==> src/rtl/spi_psc_pkg.sv <==
package spi_psc_pkg;
    typedef enum logic [1:0] {
        ST_IDLE  = 2'd0,
        ST_LEAD  = 2'd1,
        ST_TRAIL = 2'd2
    } psc_state_e;
endpackage

==> src/rtl/spi_psc_decode.sv <==
module spi_psc_decode #(
    parameter int MANT_W = 4,
    parameter int EXP_W  = 3,
    localparam int FIELD_W = MANT_W + 1 + EXP_W,
    localparam int DIV_W   = MANT_W + (1 << EXP_W) - 1
) (
    input  logic [FIELD_W-1:0] rate_code,
    input  logic               ext_enc,
    output logic [DIV_W-1:0]   div_out
);
    logic [EXP_W-1:0]  exp_v;
    logic [MANT_W-1:0] mant_raw;
    logic [MANT_W-1:0] mant_eff;
    logic [DIV_W-1:0]  div_ext;
    logic [DIV_W-1:0]  div_leg;
    logic              gap_unused;

    // Exponent bit 0 sits just above the mantissa; the rest skip one spare bit.
    for (genvar i = 0; i < EXP_W; i++) begin : g_exp
        if (i == 0) begin : g_lo
            assign exp_v[i] = rate_code[MANT_W];
        end else begin : g_hi
            assign exp_v[i] = rate_code[MANT_W + 1 + i];
        end
    end

    assign gap_unused = rate_code[MANT_W + 1];
    assign mant_raw   = rate_code[MANT_W-1:0];
    assign mant_eff   = (mant_raw < MANT_W'(2)) ? MANT_W'(2) : mant_raw;

    always_comb begin
        div_ext = DIV_W'(mant_eff) << exp_v;
        div_leg = DIV_W'(mant_eff) << 1;
        div_out = ext_enc ? div_ext : div_leg;
    end
endmodule

==> src/rtl/spi_psc_halves.sv <==
module spi_psc_halves #(
    parameter int DIV_W = 11
) (
    input  logic [DIV_W-1:0] div_in,
    output logic [DIV_W-1:0] lead_m1,
    output logic [DIV_W-1:0] trail_m1
);
    logic [DIV_W:0] sum_up;

    always_comb begin
        sum_up   = {1'b0, div_in} + (DIV_W+1)'(1);
        lead_m1  = DIV_W'(sum_up >> 1) - DIV_W'(1);
        trail_m1 = (div_in >> 1) - DIV_W'(1);
    end
endmodule

==> src/rtl/spi_psc_timer.sv <==
module spi_psc_timer
    import spi_psc_pkg::*;
#(
    parameter int DIV_W = 11
) (
    input  logic             clk,
    input  logic             rst_n,
    input  logic             run,
    input  logic [DIV_W-1:0] div_in,
    output logic [DIV_W-1:0] div_hold,
    output logic             half_tick,
    output logic             idle
);
    psc_state_e       state_q, state_d;
    logic [DIV_W-1:0] cnt_q, cnt_d;
    logic [DIV_W-1:0] div_q, div_d;
    logic [DIV_W-1:0] div_sel;
    logic [DIV_W-1:0] lead_m1, trail_m1;
    logic             expired;

    assign div_sel = (state_q == ST_IDLE) ? div_in : div_q;
    assign expired = (cnt_q == '0);

    spi_psc_halves #(.DIV_W(DIV_W)) u_halves (
        .div_in  (div_sel),
        .lead_m1 (lead_m1),
        .trail_m1(trail_m1)
    );

    always_comb begin
        state_d = state_q;
        cnt_d   = cnt_q;
        div_d   = div_q;
        unique case (state_q)
            ST_IDLE: begin
                if (run) begin
                    div_d   = div_in;
                    cnt_d   = lead_m1;
                    state_d = ST_LEAD;
                end
            end
            ST_LEAD: begin
                if (expired) begin
                    cnt_d   = trail_m1;
                    state_d = ST_TRAIL;
                end else begin
                    cnt_d = cnt_q - DIV_W'(1);
                end
            end
            ST_TRAIL: begin
                if (expired) begin
                    if (run) begin
                        cnt_d   = lead_m1;
                        state_d = ST_LEAD;
                    end else begin
                        state_d = ST_IDLE;
                    end
                end else begin
                    cnt_d = cnt_q - DIV_W'(1);
                end
            end
            default: state_d = ST_IDLE;
        endcase
    end

    always_ff @(posedge clk or negedge rst_n) begin
        if (!rst_n) begin
            state_q <= ST_IDLE;
            cnt_q   <= '0;
            div_q   <= DIV_W'(2);
        end else begin
            state_q <= state_d;
            cnt_q   <= cnt_d;
            div_q   <= div_d;
        end
    end

    always_comb begin
        idle      = (state_q == ST_IDLE);
        half_tick = (state_q != ST_IDLE) && expired;
        div_hold  = div_q;
    end
endmodule

==> src/rtl/spi_rate_prescaler.sv <==
module spi_rate_prescaler #(
    parameter int MANT_W = 4,
    parameter int EXP_W  = 3,
    localparam int FIELD_W = MANT_W + 1 + EXP_W,
    localparam int DIV_W   = MANT_W + (1 << EXP_W) - 1
) (
    input  logic               clk,
    input  logic               rst_n,
    input  logic [FIELD_W-1:0] rate_code,
    input  logic               ext_enc,
    input  logic               run,
    output logic               half_tick,
    output logic               idle
);
    logic [DIV_W-1:0] div_dec;
    logic [DIV_W-1:0] div_hold;

    spi_psc_decode #(.MANT_W(MANT_W), .EXP_W(EXP_W)) u_dec (
        .rate_code(rate_code),
        .ext_enc  (ext_enc),
        .div_out  (div_dec)
    );

    spi_psc_timer #(.DIV_W(DIV_W)) u_tmr (
        .clk      (clk),
        .rst_n    (rst_n),
        .run      (run),
        .div_in   (div_dec),
        .div_hold (div_hold),
        .half_tick(half_tick),
        .idle     (idle)
    );
endmodule

==> config.mk <==
export PLATFORM = sky130hd
export DESIGN_NAME = spi_rate_prescaler
export DESIGN_NICKNAME = d
export VERILOG_FILES = /design/src/rtl/spi_psc_pkg.sv /design/src/rtl/spi_psc_decode.sv /design/src/rtl/spi_psc_halves.sv /design/src/rtl/spi_psc_timer.sv /design/src/rtl/spi_rate_prescaler.sv
export SDC_FILE = /design/constraint.sdc
export NUM_CORES = 1
export LEC_CHECK = 0
export CAP_MARGIN = 20
export CORE_ASPECT_RATIO = 1.5
export CORE_MARGIN = 2
export CORE_UTILIZATION = 47
export CTS_CLUSTER_DIAMETER = 30
export CTS_CLUSTER_SIZE = 40
export DETAILED_ROUTE_END_ITERATION = 16
export GPL_TIMING_DRIVEN = 0
export PLACE_DENSITY = 0.65
export SETUP_SLACK_MARGIN = 0.1
export SLEW_MARGIN = 0
export SYNTH_ARGS = -nofsm -noshare
export SYNTH_HDL_FRONTEND = slang
export SYNTH_HIERARCHICAL = 1
export SYNTH_SLANG_ARGS = --single-unit
==> constraint.sdc <==
create_clock -name clk -period 3.8 [get_ports clk]
set_input_delay 1.14 -clock clk [delete_from_list [all_inputs] [get_ports clk]]
set_output_delay 1.14 -clock clk [all_outputs]
set_load 0.05 [all_outputs]
==> metrics.cfg, run 1 <==
[worst_setup_path]
worstPathRequired_ps = 4000
endpoint_kind = register
crit_fanout = 7
cp-start-kind = input port
worst-r2r-cell-count = 13
worstReg2RegEnd = u_tmr/cnt_q[10]
path_class = in -> reg
rr_startpoint = u_tmr/state_q[0]
cp.arrival_ps = 4000
reg2reg_slack_ps = 380

[synthesis]
synth_top_area_cell = dfrtp_1
syn-cell-area_um2 = 2605
yosysWarningCount = 6
synth_edf_count = 0
yosys-top-cells-area = dfrtp_1 (22%), mux2_2 (9.9%), xnor2_1 (5.7%)
yosys_most_used_dff = dfrtp_1
ys_seq_elements = 24
yosysTopAreaCellShare_pct = 22.09
ys_async_sr_fraction_pct = 100.0
synth_fp_nets = 318
syn_avg_cell_area_um2 = 8.801
synthCells = 296
ys_seq_area_share_pct = 23.10
yosys.cell_types.count = 66

[detailed_routing]
route.met2.wl_um = 4103
first_pass_iters = 4
finalWirelength_um = 7345
met1Wirelength_um = 2690
ant_nets = 0
routedWlPerCell_um = 18.18
drcViolationCount = 0
top_layer = met4
first_iter_violations = 112
vias = 2426
post_drt_via_cell_ratio = 6.005
wl_met3_um = 154

[run_status]
status = finished clean

[min_path]
holdPathEnd = u_tmr/div_hold[9]
hold_class = reg -> reg
min_from = u_tmr/div_hold[9]
hold_path_depth = 1

[floorplanning]
die_w_um = 64.79
start_util_pct = 48.16
die_area_um2 = 6166
die_h_um = 95.18
core_area_um2 = 5409
ios = 14
fp-row-count = 33

[sta]
max_slew.worst_pin.slew_ps = 662.8
drv_slew = 0
finalHoldViolations = 0
slew-limit-headroom_pct = 55.82
fmax_mhz = 263.6
fin_crit_sh_pct = 99.85
final-setup-viol-count = 0
rsz0062_at_grt = yes
finClkSkew_ps = 5.733
setup_slack_ps = 5.762
fin_crit_ps = 3794

[power]
ir_worst_vdd_mv = 0.4178
total_leakage_power_nw = 1.406
totalPowerFinal_mw = 2.806
powerDensity_nw_per_um2 = 805.3

[global_route]
grt_start_max_net_pins = 14
grt_antenna_before_repair = 0
grt_pass1_wl_um = 11810
overflow = 0
grt_pass1_vias = 2479
track_usage_pct = 24.75

[placed_design]
place_ws_ps = -1106
place_area_um2 = 2858
hpwl_um = 5147
finalWeightedCongestion = 0.8904
port_buffers = 11

[cts]
cts.path.max_buffers = 2
cts_hold_buf = 0
cts_sinks = 24
clockRootBuffer = clkbuf_8
numCtsBuffers = 3
clk_pin_slew_ps = 100
htreeDepth = 1
cts_tree = done
clock_latency_ps = 280

[finish]
n_antenna_cell = 0
nNetsFinal = 357
layout-drive-gt1-share_pct = 38.02
area_delta_synth_final_pct = 33.77
final_area_um2 = 3485

[run]
max_cap_violations = 0

==> cells by family after synthesis <==
group,Yosys count,share of synthesized area [%]
AND/OR/NAND/NOR,112,24.98
AO/OA/AOI/OAI,60,17.05
buffers and inverters,31,6.147
XOR/XNOR,30,11.67
multiplexers,29,12.25
flip-flops,24,23.10
adder cells (fa/ha/maj),10,4.803
==> cell usage in the layout (no fill, tap or decap), drive strengths merged, types with 2 or more instances in the layout <==
master / netlist / routed
nand3b: 3 / 3
or4: 2 / 2
a21oi: 7 / 7
nand4b: 2 / 2
nor3: 9 / 9
a31oi: 5 / 5
a221o: 5 / 5
and2: 2 / 2
nor4: 11 / 11
o221ai: 2 / 2
and3: 3 / 3
nand2: 21 / 21
clkbuf: 6 / 12
clkdlybuf4s50: 0 / 3
or3: 2 / 2
o31ai: 4 / 4
buf: 10 / 37
nand4: 5 / 5
dfrtp: 23 / 23
a22oi: 3 / 3
mux2i: 6 / 6
ha: 10 / 10
xor2: 11 / 11
nand3: 14 / 14
nor2b: 2 / 2
o31a: 2 / 2
nand2b: 9 / 9
inv: 15 / 14
o22ai: 5 / 5
a41oi: 3 / 3
nor2: 22 / 22
o21ai: 12 / 12
mux2: 23 / 23
a311oi: 2 / 2
xnor2: 19 / 19
==> power by group <==
group          leakage, nW  switching (mW)  internal [mW]  total, mW
registers            0.313          0.0896          0.353      0.443
logic                 1.06            1.20          0.982       2.18
clock network       0.0288          0.0916         0.0928      0.184
total                 1.41            1.38           1.43       2.81
==> per-stage QoR <==
stage	cells	hold WS (ps)	setup TNS, ps	utilization [%]
after detailed placement	378	489.7	-5517	52.83
final	404	510.4	0	64.42
after global placement	377	483.0	-4936	52.56
after floorplan	296	475.3	-54.88	-
after global routing	404	520.6	-80.14	64.42
after CTS	394	515.1	0	59.10
==> what timing repair did <==
item                       4_1_cts  5_1_grt
resized for setup               64       51
pin swaps                       13       30
setup endpoints to repair        9        8
setup buffers                   12       11
==> state kept, by name, summed over array words and instances (netlist names) <==
signal and count:
u_tmr/div_hold 11, u_tmr/state_q 2, u_tmr/cnt_q 11
==> cell usage after synthesis, types with 2 or more instances <==
cell type,n
mux2_2,23
o21ai_1,5
nor2_2,2
and3_1,2
a311oi_1,2
xor2_1,9
a21oi_1,6
o221ai_1,2
nand3b_1,3
and2_1,2
nand4_2,3
buf_2,2
o31a_1,2
a31oi_1,5
mux2i_1,6
clkbuf_1,6
nand3_1,14
or4_1,2
a41oi_1,2
nor4_2,3
inv_1,15
xnor2_1,17
nor2_1,20
nor3_1,8
a221o_1,5
buf_6,4
buf_4,3
a22oi_1,3
nand2_1,21
or3_1,2
nand2b_1,9
o31ai_1,3
o22ai_1,5
nor4_1,7
dfrtp_1,23
o21ai_0,7
nand4_1,2
nor2b_1,2
nand4b_1,2
ha_1,10
xor2_2,2
==> worst max path at each step <==
stage | cells after the start | endpoint | from | slack (ps)
after global routing | 16 | u_tmr/cnt_q[10] | rate_code[3] | -80
after detailed placement | 15 | u_tmr/cnt_q[10] | ext_enc | -1110
after floorplan | 16 | u_tmr/cnt_q[10] | rate_code[3] | -50
final | 16 | u_tmr/cnt_q[10] | rate_code[3] | 6
after CTS | 16 | u_tmr/cnt_q[10] | rate_code[2] | 30
after global placement | 16 | u_tmr/cnt_q[10] | rate_code[2] | -990
==> area by class of cell <==
| type | count | area (um^2) |
|---|---|---|
| clock buffer | 4 | 55.05 |
| buffer | 16 | 137.6 |
| fill | 449 | 1924 |
| sequential | 24 | 601.8 |
| tap | 70 | 87.58 |
| inverter | 15 | 60.06 |
| multi-input combinational | 241 | 2247 |
| timing repair buffer | 34 | 295.3 |
==> layer usage <==
layer / up-vias / global-route usage, %
li1: 1170 / -
met1: 1173 / 25.13
met2: 58 / 47.25
met3: 25 / 2.243
met4: 0 / 16.13
met5: - / 0
==> worst max-delay path: stages <==
cell	delay, ps
buf_12	110
o31ai_4	300
and2_1	200
or4_4	130
o21ai_2	50
mux2_4	290
ha_4	190
buf_4	140
buf_6	120
a311oi_2	210
a31oi_1	90
nand4b_1	270
a2bb2oi_2	230
mux2i_4	230
o22ai_1	130
o22ai_1	170
Note: power is estimated with default switching activity, not from simulation.
==> inputs of run 2 (changes only) <==
HOLD_SLACK_MARGIN = 0.02   (was unset)
==> results of run 2 <==
Final layout, timing and power as in run 1 (identical DEF).
